<file path="src/rtl/icu_pkg.sv">
package icu_pkg;
  parameter int THR_W = 8;
  parameter int DLY_W = 16;
  parameter int NSRC  = 3;
  parameter int DW    = 32;
  localparam int THR_LSB = 8;
  localparam int DLY_LSB = THR_LSB + THR_W;
  localparam int SRC_CNT = 0;
  localparam int SRC_DLY = 1;
  localparam int SRC_ERR = 2;

  typedef enum logic [1:0] {
    A_CTRL   = 2'd0,
    A_EN_SET = 2'd1,
    A_EN_CLR = 2'd2,
    A_STAT   = 2'd3
  } reg_addr_e;
endpackage

</file>
<file path="src/rtl/icu_pkt_count.sv">
module icu_pkt_count
  import icu_pkg::*;
(
  input  logic             clk_i,
  input  logic             rst_ni,
  input  logic             pkt_i,
  input  logic             load_i,
  input  logic [THR_W-1:0] load_val_i,
  input  logic [THR_W-1:0] thr_i,
  input  logic             dly_fire_i,
  output logic             cnt_fire_o,
  output logic             pending_o
);
  logic [THR_W-1:0] cnt_q;
  logic [THR_W-1:0] thr_eff, load_eff;

  assign thr_eff  = (thr_i == '0) ? THR_W'(1) : thr_i;
  assign load_eff = (load_val_i == '0) ? THR_W'(1) : load_val_i;
  assign cnt_fire_o = pkt_i && (cnt_q <= THR_W'(1));

  always_ff @(posedge clk_i or negedge rst_ni) begin
    if (!rst_ni) begin
      cnt_q     <= THR_W'(1);
      pending_o <= 1'b0;
    end else begin
      if (load_i)                       cnt_q <= load_eff;
      else if (cnt_fire_o || dly_fire_i) cnt_q <= thr_eff;
      else if (pkt_i)                   cnt_q <= cnt_q - THR_W'(1);

      if (cnt_fire_o || dly_fire_i) pending_o <= 1'b0;
      else if (pkt_i)               pending_o <= 1'b1;
    end
  end

  AST_CNT_NONZERO: assert property (@(posedge clk_i) disable iff (!rst_ni)
    cnt_q != '0) else $error("count reached zero");
  AST_PEND_CLR: assert property (@(posedge clk_i) disable iff (!rst_ni)
    (cnt_fire_o || dly_fire_i) |=> !pending_o) else $error("pending kept");
  AST_DLY_NEEDS_PKT: assert property (@(posedge clk_i) disable iff (!rst_ni)
    dly_fire_i |-> pending_o) else $error("idle fire without packet");
endmodule

</file>
<file path="src/rtl/icu_delay_timer.sv">
module icu_delay_timer
  import icu_pkg::*;
(
  input  logic             clk_i,
  input  logic             rst_ni,
  input  logic             pkt_i,
  input  logic             tick_i,
  input  logic             pending_i,
  input  logic [DLY_W-1:0] delay_i,
  output logic             fire_o
);
  logic [DLY_W-1:0] tmr_q;
  logic [DLY_W:0]   tmr_inc;
  logic             armed;

  assign tmr_inc = {1'b0, tmr_q} + 1'b1;
  assign armed   = pending_i && (delay_i != '0) && !pkt_i;
  assign fire_o  = armed && tick_i && (tmr_inc >= {1'b0, delay_i});

  always_ff @(posedge clk_i or negedge rst_ni) begin
    if (!rst_ni)                tmr_q <= '0;
    else if (pkt_i || fire_o)   tmr_q <= '0;
    else if (armed && tick_i)   tmr_q <= tmr_inc[DLY_W-1:0];
  end

  AST_TMR_RESTART: assert property (@(posedge clk_i) disable iff (!rst_ni)
    pkt_i |=> (tmr_q == '0)) else $error("timer not restarted");
  AST_TMR_HOLD: assert property (@(posedge clk_i) disable iff (!rst_ni)
    (!tick_i && !pkt_i) |=> $stable(tmr_q)) else $error("timer moved without tick");
endmodule

</file>
<file path="src/rtl/icu_regs.sv">
module icu_regs
  import icu_pkg::*;
(
  input  logic             clk_i,
  input  logic             rst_ni,
  input  logic             we_i,
  input  logic [1:0]       addr_i,
  input  logic [DW-1:0]    wdata_i,
  input  logic [NSRC-1:0]  set_i,
  output logic [NSRC-1:0]  en_o,
  output logic [THR_W-1:0] thr_o,
  output logic [DLY_W-1:0] dly_o,
  output logic [NSRC-1:0]  st_o,
  output logic [DW-1:0]    rdata_o
);
  reg_addr_e addr;
  logic [NSRC-1:0] wmask, clr;

  assign addr  = reg_addr_e'(addr_i);
  assign wmask = wdata_i[NSRC-1:0];
  assign clr   = (we_i && addr == A_STAT) ? wmask : '0;

  always_ff @(posedge clk_i or negedge rst_ni) begin
    if (!rst_ni) begin
      en_o  <= '0;
      thr_o <= THR_W'(1);
      dly_o <= '0;
    end else if (we_i) begin
      unique case (addr)
        A_CTRL: begin
          en_o  <= wmask;
          thr_o <= wdata_i[THR_LSB +: THR_W];
          dly_o <= wdata_i[DLY_LSB +: DLY_W];
        end
        A_EN_SET: en_o <= en_o | wmask;
        A_EN_CLR: en_o <= en_o & ~wmask;
        default: ;
      endcase
    end
  end

  // set wins over a same-cycle clear
  always_ff @(posedge clk_i or negedge rst_ni) begin
    if (!rst_ni) st_o <= '0;
    else         st_o <= (st_o & ~clr) | set_i;
  end

  always_comb begin
    rdata_o = '0;
    unique case (addr)
      A_CTRL: begin
        rdata_o[NSRC-1:0]             = en_o;
        rdata_o[THR_LSB +: THR_W]     = thr_o;
        rdata_o[DLY_LSB +: DLY_W]     = dly_o;
      end
      A_EN_SET, A_EN_CLR: rdata_o[NSRC-1:0] = en_o;
      default:            rdata_o[NSRC-1:0] = st_o;
    endcase
  end

  for (genvar i = 0; i < NSRC; i++) begin : g_ack
    AST_ACK_CLR: assert property (@(posedge clk_i) disable iff (!rst_ni)
      (clr[i] && !set_i[i]) |=> !st_o[i]) else $error("ack failed");
    AST_STICKY: assert property (@(posedge clk_i) disable iff (!rst_ni)
      set_i[i] |=> st_o[i]) else $error("event lost");
  end

  AST_EN_SET: assert property (@(posedge clk_i) disable iff (!rst_ni)
    (we_i && addr == A_EN_SET) |=> ((en_o & $past(wmask)) == $past(wmask)))
    else $error("enable set failed");
  AST_EN_CLR: assert property (@(posedge clk_i) disable iff (!rst_ni)
    (we_i && addr == A_EN_CLR) |=> ((en_o & $past(wmask)) == '0))
    else $error("enable clear failed");
endmodule

</file>
<file path="src/rtl/irq_coalesce.sv">
module irq_coalesce
  import icu_pkg::*;
(
  input  logic          clk_i,
  input  logic          rst_ni,
  input  logic          pkt_done_i,
  input  logic          err_i,
  input  logic          tick_i,
  input  logic          reg_we_i,
  input  logic [1:0]    reg_addr_i,
  input  logic [DW-1:0] reg_wdata_i,
  output logic [DW-1:0] reg_rdata_o,
  output logic          irq_o
);
  logic [NSRC-1:0]  en, st, set;
  logic [THR_W-1:0] thr;
  logic [DLY_W-1:0] dly;
  logic             cnt_fire, dly_fire, pending, load;

  assign load = reg_we_i && (reg_addr_i == A_CTRL);

  always_comb begin
    set          = '0;
    set[SRC_CNT] = cnt_fire;
    set[SRC_DLY] = dly_fire;
    set[SRC_ERR] = err_i;
  end

  icu_regs u_regs (
    .clk_i(clk_i), .rst_ni(rst_ni), .we_i(reg_we_i), .addr_i(reg_addr_i),
    .wdata_i(reg_wdata_i), .set_i(set), .en_o(en), .thr_o(thr), .dly_o(dly),
    .st_o(st), .rdata_o(reg_rdata_o)
  );

  icu_pkt_count u_cnt (
    .clk_i(clk_i), .rst_ni(rst_ni), .pkt_i(pkt_done_i), .load_i(load),
    .load_val_i(reg_wdata_i[THR_LSB +: THR_W]), .thr_i(thr),
    .dly_fire_i(dly_fire), .cnt_fire_o(cnt_fire), .pending_o(pending)
  );

  icu_delay_timer u_tmr (
    .clk_i(clk_i), .rst_ni(rst_ni), .pkt_i(pkt_done_i), .tick_i(tick_i),
    .pending_i(pending), .delay_i(dly), .fire_o(dly_fire)
  );

  assign irq_o = |(st & en);

  AST_IRQ_NEEDS_EN: assert property (@(posedge clk_i) disable iff (!rst_ni)
    (en == '0) |-> !irq_o) else $error("irq while all disabled");
  AST_ONE_EVENT: assert property (@(posedge clk_i) disable iff (!rst_ni)
    !(cnt_fire && dly_fire)) else $error("both events at once");
endmodule

</file>
<file path="config.mk">
export PLATFORM = sky130hd
export DESIGN_NAME = irq_coalesce
export DESIGN_NICKNAME = d
export VERILOG_FILES = /design/src/rtl/icu_pkg.sv /design/src/rtl/icu_pkt_count.sv /design/src/rtl/icu_delay_timer.sv /design/src/rtl/icu_regs.sv /design/src/rtl/irq_coalesce.sv
export SDC_FILE = /design/constraint.sdc
export NUM_CORES = 1
export LEC_CHECK = 0
export CORE_ASPECT_RATIO = 1.75
export CORE_MARGIN = 2
export CORE_UTILIZATION = 36
export CTS_BUF_LIST = sky130_fd_sc_hd__clkbuf_16
export CTS_CLUSTER_DIAMETER = 80
export CTS_CLUSTER_SIZE = 40
export DETAILED_ROUTE_END_ITERATION = 8
export DONT_BUFFER_PORTS = 1
export GPL_ROUTABILITY_DRIVEN = 0
export HOLD_SLACK_MARGIN = 0.05
export MAX_ROUTING_LAYER = met4
export REMOVE_ABC_BUFFERS = 1
export SLEW_MARGIN = 20
export SYNTH_ARGS = -nofsm -noshare
export SYNTH_HDL_FRONTEND = slang
export SYNTH_SLANG_ARGS = --single-unit
export TNS_END_PERCENT = 5
</file>
<file path="constraint.sdc">
create_clock -name clk_i -period 7.3 [get_ports clk_i]
set_input_delay 0 -clock clk_i [delete_from_list [all_inputs] [get_ports clk_i]]
set_output_delay 0 -clock clk_i [all_outputs]
set_load 0.02 [all_outputs]
</file>
# ---- Word-level counts from Yosys, hierarchy flattened
# Cells that the tools add are included.
dict set report op_classes {
  mux 13
  magnitude_cmp 2
  n_reduce_logical 22
  bitwise_logic 7
  n_addsub 2
  n_eq_ne 3
}
# operator n
set ops {}
lappend ops {{two-way mux 8 bit} 5}
lappend ops {{two-way mux 16 bit} 2}
lappend ops {{two-way mux 24 bit} 1}
lappend ops {{adder 16 x 1 -> 17 bit (second input constant)} 1}
lappend ops {{>= comparator 17 x 16 -> 1 bit} 1}
lappend ops {{zero test 8 bit} 2}
lappend ops {{nonzero test 16 bit} 1}
lappend ops {{bitwise AND 3 bit} 3}
lappend ops {{case mux 3 bit (3 select lines)} 1}
lappend ops {{less-or-equal comparator 8 x 1 -> 1 bit (second input constant)} 1}
lappend ops {{subtractor 8 x 1 -> 8 bit (second input constant)} 1}
lappend ops {{logical AND 1 bit} 7}
lappend ops {{two-way mux 3 bit} 2}
lappend ops {{inverter 3 bit} 2}
lappend ops {{bitwise OR 3 bit} 2}
lappend ops {{nonzero test 3 bit} 2}
lappend ops {{OR reduction 3 bit} 2}
lappend ops {{== test 2 bit (second input constant)} 2}
lappend ops {{AND reduction 2 bit} 2}
lappend ops {{nonzero test 2 bit} 2}
lappend ops {{== test 2 x 1 -> 1 bit (second input constant)} 1}
lappend ops {{zero test 2 bit} 1}
lappend ops {{logical OR 1 bit} 2}
lappend ops {{two-way mux 1 bit} 2}
lappend ops {{zero test 1 bit} 1}
dict set report word_totals {
  regBits 55
  input_bits 40
  word_cells 56
  out_inout_bits 33
}

# ---- Longest topological paths before layout
# Gate-level depths: netlist of the first run.
dict set report logic_depth {
  depth_word 8
  depth_mapped 15
  ltp_nobuf 14
}

# ---- Hierarchy
# A second synthesis of the first run with hierarchy kept.
dict set report hier_totals {
  cells_unflattened 388
  area_unflattened_um2 3893.7
}
# mod seq_area_each_um2 instances cells_per_inst area_per_inst_um2
set modules_own_cells {}
lappend modules_own_cells {icu_regs 752.0 1 119 1551.5}
lappend modules_own_cells {icu_delay_timer 400.4 1 168 1506.4}
lappend modules_own_cells {icu_pkt_count 226.5 1 98 814.5}
lappend modules_own_cells {irq_coalesce 0.0 1 3 21.3}

# ---- Worst setup path after synthesis of the first run
# OpenSTA, ideal clock, no wires.
dict set report synth_timing {
  path_type {reg2reg}
  startpoint {reg u_tmr.tmr_q[0]}
  endpoint {reg u_cnt.cnt_q[1]}
  synth_period_minus_slack_ns 3.300
  slack_ns 4.000
  stages_incl_launch_ff 14
  t_arrival_ns 3.213
  setup_time_ns 0.087
  cell_sequence {dfrtp_1 > ha_1 > nand2_1 > or3_4 > nor2b_1 > xor2_1 > ha_1 > nand4_1 > nor3_1 > a221oi_1 > o31ai_4 > o21ai_4 > mux2_4 > o221ai_2}
}
dict set report synth_between {
  elab_chain_len 6
  elab_cells_between_ends 7
}
# element line
set synth_lines {}
lappend synth_lines {{from (decl)} icu_delay_timer.sv:12} ;# logic [DLY_W-1:0] tmr_q;
lappend synth_lines {{from (signal assigned)} icu_delay_timer.sv:23} ;# else if (armed && tick_i) tmr_q <= tmr_inc[DLY_W-1:0];
lappend synth_lines {{adder 16 x 1 -> 17 bit (*)} icu_delay_timer.sv:16} ;# assign tmr_inc = {1'b0, tmr_q} + 1'b1;
lappend synth_lines {{>= comparator 17 x 16 -> 1 bit (*)} icu_delay_timer.sv:18} ;# assign fire_o = armed && tick_i && (tmr_inc >= {1'b0, delay_i});
lappend synth_lines {{logical AND 1 bit (*)} icu_delay_timer.sv:18}
lappend synth_lines {{logical OR 1 bit (*)} icu_pkt_count.sv:27} ;# else if (cnt_fire_o || dly_fire_i) cnt_q <= thr_eff;
lappend synth_lines {{two-way mux 8 bit} icu_pkt_count.sv:27}
lappend synth_lines {{two-way mux 8 bit} icu_pkt_count.sv:26} ;# if (load_i) cnt_q <= load_eff;
lappend synth_lines {{to (signal assigned)} icu_pkt_count.sv:26}
lappend synth_lines {{to (signal assigned)} icu_pkt_count.sv:27}
lappend synth_lines {{to (signal assigned)} icu_pkt_count.sv:28} ;# else if (pkt_i) cnt_q <= cnt_q - THR_W'(1);
lappend synth_lines {{to (decl)} icu_pkt_count.sv:14} ;# logic [THR_W-1:0] cnt_q;
# Mark *: on every way between the ends. The rest lies on a longest branch, timed or not.
# A chain may end at the register's enable or synchronous reset.

# ---- Final worst setup path of the first run
dict set report layout_timing {
  startpoint {reg u_tmr.tmr_q[0]}
  endpoint {reg u_cnt.cnt_q[6]}
}
# Same word-level chain as after synthesis.

==> results.md, run 1 <==
* Final Hold Fails at 0
* Crit path max-delay cell type: nor2_2
* Final nets at 470
* Slew at the pin with the worst max-slew slack at 787.6 ps
* Vias per inst at 5.336
* Asr flop ratio synth at 1.000
* Most frequent cells in the layout: 61 x nand2_1, 53 x dfrtp_1, 34 x dlygate4sd3_1, 32 x inv_1, 25 x and2_1
* Min cycle time layout at 4156 ps
* CTS tree: built
* Storage cell area at 0.001379 mm²
* #FFs+latches synth at 55
* GRT Util Overall at 0.1790
* Worst Hold Class: in -> reg
* Largest net degree at the start of global routing at 56
* Via count at 2,828
* Syn_area_per_cell at 9.076 µm²
* # DRC at 0
* CP Cell Sequence: ha_1 > nand2_1 > or3_4 > xnor2_1 > ha_1 > nand4_1 > a2111oi_0 > a2111oi_1 > o31ai_4 > nor2_2 > a211o_1 > o221ai_1
* Post-CTS resize count at 0
* Vias in the first global route at 2,994
* RSZ-0062 raised after global routing: false
* Max stage delay on crit path at 650 ps
* Routed wire length per instance at 16.65 µm
* Clock Path Buffers at 2
* Worst Hold Depth at 2
* Routed Antenna Nets at 0
* Status: completed
* CP Class: reg -> reg
* Reg2Reg Setup Slack at 3140 ps
* Worst R2R End: u_cnt.cnt_q[6]
* Detail Placement HPWL at 6466 µm
* Clk slew on worst S/H paths at 70 ps
* Max VDD drop at 99.88 µV
* CP max FO at 17
* Core area at 0.009350 mm²
* Synth Instances at 378
* CP arrival at 4320 ps
* R2R cell count at 12
* Required @ worst endpoint at 7470 ps
* Mapped cell area at 0.003431 mm²
* 1st-pass router iterations at 4
* Die Wd at 77.80 µm
* Congestion Overflow GR at 0
* Final WL at 8825 µm
* Height of the die at 133.1 µm
* Initial DRC Count at 153
* Initial antenna violation count at 0
* Clock Root Buffer: clkbuf_16
* Non-Filler Instances at 530
* I/O pins at 73
* Final setup vio count at 0
* Commonest non-fill, non-tap cell in the layout: nand2_1
* Post-CTS Setup Inserts at 0
* Setup TNS Final at 0 ps
* Slew Viols, Final at 0
* CP most frequent cell: ha_1
* Clock Sinks at 55
* Critical Path End Type: register
* Area of the multi-input gates at 0.001861 mm²
* Clk_skew at 7.522 ps
* Ys flop type: dfrtp_1
* Reg-to-Reg Start: u_tmr.tmr_q[0]
* Max cap viols at 0
* Later-pin clock latency in the skew report at 290 ps
* PortBufs at 0
* Placed cell count at 487
* Number of flops mapped to enable cells by yosys at 0
* Crit share post-route at 0.5694
* H-tree levels at 2
* Fmax at 240.6 MHz
* Post-synthesis sequential area ratio at 0.4019
* CTS buffer count at 5
* Rel. slew slack at 0.4743
* FILL cells at 898
* Yosys warning count at 0
* N_diodes at 0
* Worst Setup Start Kind: register
* Area Growth Syn to Fin at 17.43%
* Std-Cell Rows at 47
* Initial Utilization at 0.3669
* First-pass GRT wire length at 14,280 µm
* Yosys cell types at 47
* Share of cells above drive strength 1 at 0.06127
* Die area at 0.01036 mm²
* Critical path endpoint: u_cnt.cnt_q[6]
* Setup crit start: u_tmr.tmr_q[0]
* Leak pwr at 1.876 nW
* Pwr dens at 214.4 mW/mm²
[critical path, delay by kind of cell (launching register included)]
family                     cells  cell delay [ps]
DFF                            1              470
and+or+nand+nor                4             1290
adders and majority gates      2              570
xor gates and xnor gates       1              270
AOI/OAI and AO/OA              5             1420
[worst min path at each step]
| stage | start | slack (ps) | end |
|---|---|---|---|
| after floorplan | rst_ni | -300 | u_cnt.cnt_q[1] |
| after global placement | rst_ni | -290 | u_regs.dly_o[4] |
| after detailed placement | rst_ni | -290 | u_regs.dly_o[1] |
| after CTS | reg_we_i | 50 | u_regs.en_o[1] |
| after global routing | pkt_done_i | 70 | u_cnt.cnt_q[2] |
| final | reg_we_i | 60 | u_regs.en_o[1] |
[logic make-up (layout without fill, tap and decap cells)]
kind of cell             count (synthesis)  after routing  share of synthesized area
flip-flops                              55             55                     0.4019
XOR/XNOR                                19             19                    0.04850
buffers and inverters                   50             76                    0.06018
multiplexers                            11             11                    0.03501
AND/OR/NAND/NOR                        146            146                     0.2119
adder cells (fa/ha/maj)                 23             23                    0.08388
other                                    1              5                   0.001093
AO/OA/AOI/OAI                           73             73                     0.1575
[where the power goes]
group,internal (mW),switching (mW)
Combinational,0.101,0.138
Clock,0.124,0.105
Sequential,0.351,0.0438
Total,0.577,0.287
[sequential cells by signal, indices dropped and copies added (netlist names)]
name             count
u_regs.st_o          3
u_tmr.tmr_q         16
u_cnt.cnt_q          8
u_cnt.pending_o      1
u_regs.dly_o        16
u_regs.en_o          3
u_regs.thr_o         8
[through the flow]
stage | setup WS, ps | hold slack (ps) | power (mW) | area, µm² | utilization
after floorplan | 3910 | -295.6 | 0.5593 | 3356 | -
after global placement | 3203 | -293.7 | 0.6070 | 3523 | 0.3768
after detailed placement | 3162 | -293.5 | 0.6138 | 3523 | 0.3768
after CTS | 3147 | 52.44 | 0.8713 | 4029 | 0.4309
after global routing | 2962 | 72.62 | 0.9141 | 4029 | 0.4309
final | 3144 | 58.73 | 0.8638 | 4029 | 0.4309
[timing repair]
item / in CTS / in global routing
setup endpoints to repair: 0 / 0
hold endpoints to repair: 94 / 0
hold buffers: 35 / 0
[metal layers]
metal / vias up / track usage / routed length (µm)
li1: 1362 / - / -
met1: 1392 / 0.1713 / 3236
met2: 50 / 0.3439 / 5017
met3: 24 / 0.02371 / 225
met4: 0 / 0.08234 / 346
met5: - / - / 0
[synth_stat cells (2+ instances only)]
| cell type | n | area (µm²) |
|---|---|---|
| nand2_1 | 61 | 229.0 |
| dfrtp_1 | 53 | 1326 |
| inv_1 | 31 | 116.4 |
| and2_1 | 25 | 156.4 |
| ha_1 | 23 | 287.8 |
| o21ai_0 | 19 | 95.09 |
| a21oi_1 | 15 | 75.07 |
| a32o_1 | 15 | 150.1 |
| clkbuf_1 | 14 | 52.55 |
| nor2_1 | 14 | 52.55 |
| nand3_1 | 12 | 60.06 |
| xnor2_1 | 11 | 96.34 |
| xor2_1 | 8 | 70.07 |
| mux2i_1 | 6 | 60.06 |
| nor4_1 | 6 | 37.54 |
| buf_4 | 5 | 37.54 |
| nor2b_1 | 5 | 31.28 |
| nor3_1 | 5 | 25.02 |
| o221ai_1 | 5 | 43.79 |
| mux2_2 | 4 | 45.04 |
| nand4_1 | 4 | 25.02 |
| and4_1 | 3 | 26.28 |
| nand2b_1 | 3 | 18.77 |
| a21o_1 | 2 | 15.01 |
| a31oi_1 | 2 | 12.51 |
| and3_1 | 2 | 12.51 |
| dfstp_2 | 2 | 52.55 |
| o21ai_1 | 2 | 10.01 |
| o22ai_1 | 2 | 12.51 |
| or3_4 | 2 | 22.52 |
[area by class of cell]
type,instances,share of cell area
inverters,31,0.02888
multi-input cells,277,0.4618
clock buffers,5,0.03106
flip-flops and latches,55,0.3422
repair buffers,37,0.09503
clock inverters,3,0.003106
well taps,122,0.03789
No activity file was read; power rests on OpenSTA's default activity.
==> run 2, diff against run 1 <==
clock period = 4.2 ns   (was 7.3 ns; I/O delays follow)
==> results.md, run 2 (synthesis results as in run 1) <==
* Place WS at 368.3 ps (-2794 ps)
* Pwr dens at 375.1 mW/mm² (+75%)
* Reg-to-Reg Start: u_tmr.tmr_q[0]
* Detail Placement HPWL at 6514 µm (+0.74%)
* Commonest non-fill, non-tap cell in the layout: nand2_1
* CTS buffer count at 5 (unchanged)
* I/O pins at 73 (unchanged)
* Min cycle time layout at 3819 ps (-337.1 ps)
* Max VDD drop at 173.6 µV (+74%)
* Most frequent cells in the layout: 61 x nand2_1, 53 x dfrtp_1, 33 x dlygate4sd3_1, 32 x inv_1, 25 x and2_1
* Routed Antenna Nets at 0 (unchanged)
* Height of the die at 133.1 µm (unchanged)
* Clk_skew at 8.315 ps (+0.7929 ps)
* Top flop regs: u_regs.dly_o: 16 flops, u_tmr.tmr_q: 16 flops
* Fmax at 261.8 MHz (+8.8%)
* FILL cells at 924 (+2.9%)
* Hold Buf Count CTS at 34 (-2.9%)
* H-tree levels at 2 (unchanged)
* RSZ-0062 raised after global routing: false
* Final Hold Fails at 0 (unchanged)
* Post-CTS Setup Inserts at 0 (unchanged)
* Slew at the pin with the worst max-slew slack at 880.9 ps (+93.23 ps)
* Post-layout instance area at 0.004026 mm² (about the same)
* Buf/Inv on CP at 0 (unchanged)
* Worst Setup Start Kind: register
* Clock Root Buffer: clkbuf_16
* Via count at 2,866 (+1.3%)
* Storage cell area at 0.001379 mm² (unchanged)
* Core area at 0.009350 mm² (unchanged)
* Worst hold start: pkt_done_i
* Critical Path End Type: register
* CP Class: reg -> reg
* Final WL at 8871 µm (+0.52%)
* CTS tree: built
* Share of cells above drive strength 1 at 0.06373 (+0.002451)
* N_diodes at 0 (unchanged)
* Die area at 0.01036 mm² (unchanged)
* Clock Path Buffers at 2 (unchanged)
* Largest net degree at the start of global routing at 56 (unchanged)
* # DRC at 0 (unchanged)
* Final nets at 470 (unchanged)
* Area of the multi-input gates at 0.001861 mm² (unchanged)
* First-pass GRT wire length at 14,580 µm (+2.1%)
* Area Growth Syn to Fin at 17.36% (about the same)
* Leak pwr at 1.876 nW (about the same)
* Die Wd at 77.80 µm (unchanged)
* Crit path max-delay cell type: dfrtp_1
* Status: completed
* CP most frequent cell: ha_1
* DP Area at 0.003531 mm² (+0.21%)
* Later-pin clock latency in the skew report at 300 ps (about the same)
* Worst Hold Class: in -> reg
* Final worst slack at 380.6 ps (-2763 ps)
* Required @ worst endpoint at 4410 ps (-3060 ps)
* Clock Sinks at 55 (unchanged)
* Max stage delay on crit path at 430 ps (-220 ps)
* Routed wire length per instance at 16.74 µm (+0.52%)
* Crit share post-route at 0.9094 (+0.3400)
* PortBufs at 0 (unchanged)
* GRT Util Overall at 0.1823 (+0.003299)
* Non-Filler Instances at 530 (unchanged)
* CP arrival at 4030 ps (-290 ps)
* Final setup vio count at 0 (unchanged)
* Initial DRC Count at 169 (+10%)
* Initial antenna violation count at 0 (unchanged)
* Vias per inst at 5.408 (+1.3%)
* Placed cell count at 488 (+0.21%)
* Max cap viols at 0 (unchanged)
* Std-Cell Rows at 47 (unchanged)
* Post-CTS resize count at 0 (unchanged)
* Clk slew on worst S/H paths at 70 ps (about the same)
* Rel. slew slack at 0.4128 (-0.06159)
* CP Cell Sequence: ha_1 > nand2_1 > or3_4 > nor2b_1 > xor2_1 > ha_1 > nand4_1 > nor3_1 > a221oi_1 > o31ai_4 > o21ai_1 > nand3_1 > o221ai_1
* CP top delay family: simple AND/OR/NAND/NOR gates
* Congestion Overflow GR at 0 (unchanged)
* 1st-pass router iterations at 4 (unchanged)
* CP max FO at 6 (-11)
* Vias in the first global route at 3,020 (+0.87%)
* Setup crit start: u_tmr.tmr_q[0]
* Slew Viols, Final at 0 (unchanged)
* Setup TNS Final at 0 ps (unchanged)
* Initial Utilization at 0.3669 (unchanged)
run 2: changes by cell type in the layout (fill, tap and decap cells not counted):
cell,delta
dlygate4sd3_1,-1
buf_4,+1
run 2: metal layers:
layer,track usage,routed length [µm],up-vias
met3,0.02642,286,20
met5,-,0,-
met2,0.3396,4962,63
li1,-,-,1370
met4,0.08929,323,0
met1,0.1803,3299,1413
run 2: worst reg2reg max path, stage by stage (launching register included):
cell,delay (ps)
dfrtp_1,430
ha_1,250
nand2_1,90
or3_4,410
nor2b_1,150
xor2_1,230
ha_1,300
nand4_1,220
nor3_1,90
a221oi_1,420
o31ai_4,170
o21ai_1,380
nand3_1,330
o221ai_1,290
run 2: cell type report:
| cell class | count | share of cell area |
|---|---|---|
| inverter | 31 | 0.02890 |
| tap | 122 | 0.03791 |
| sequential | 55 | 0.3424 |
| clock inverter | 3 | 0.003108 |
| multi-input combinational | 277 | 0.4621 |
| clock buffer | 5 | 0.03108 |
| timing repair buffer | 37 | 0.09447 |
run 2: report_power, final:
part | internal (mW) | leakage (nW) | switching (mW)
clock network | 0.217 | 0.0724 | 0.192
registers | 0.611 | 0.697 | 0.0740
logic | 0.174 | 1.11 | 0.243
total | 1.00 | 1.88 | 0.509
run 2: path summary, 6_finish.rpt:
check	slack, ps	to	cells after the start
min	70	u_cnt.cnt_q[2]	3
min reg2reg	480	u_regs.thr_o[0]	2
min in group asynchronous	220	u_regs.thr_o[6]	2
max in group asynchronous	3700	u_cnt.cnt_q[0]	2
max reg2reg	380	u_cnt.cnt_q[3]	13
max	380	u_cnt.cnt_q[3]	13
run 2: metrics by stage:
step | power [mW] | utilization | hold slack [ps]
after floorplan | 0.9722 | - | -295.6
after global placement | 1.058 | 0.3776 | -293.6
after detailed placement | 1.069 | 0.3776 | -294.1
after CTS | 1.527 | 0.4306 | 58.28
after global routing | 1.600 | 0.4306 | 86.88
final | 1.510 | 0.4306 | 74.66
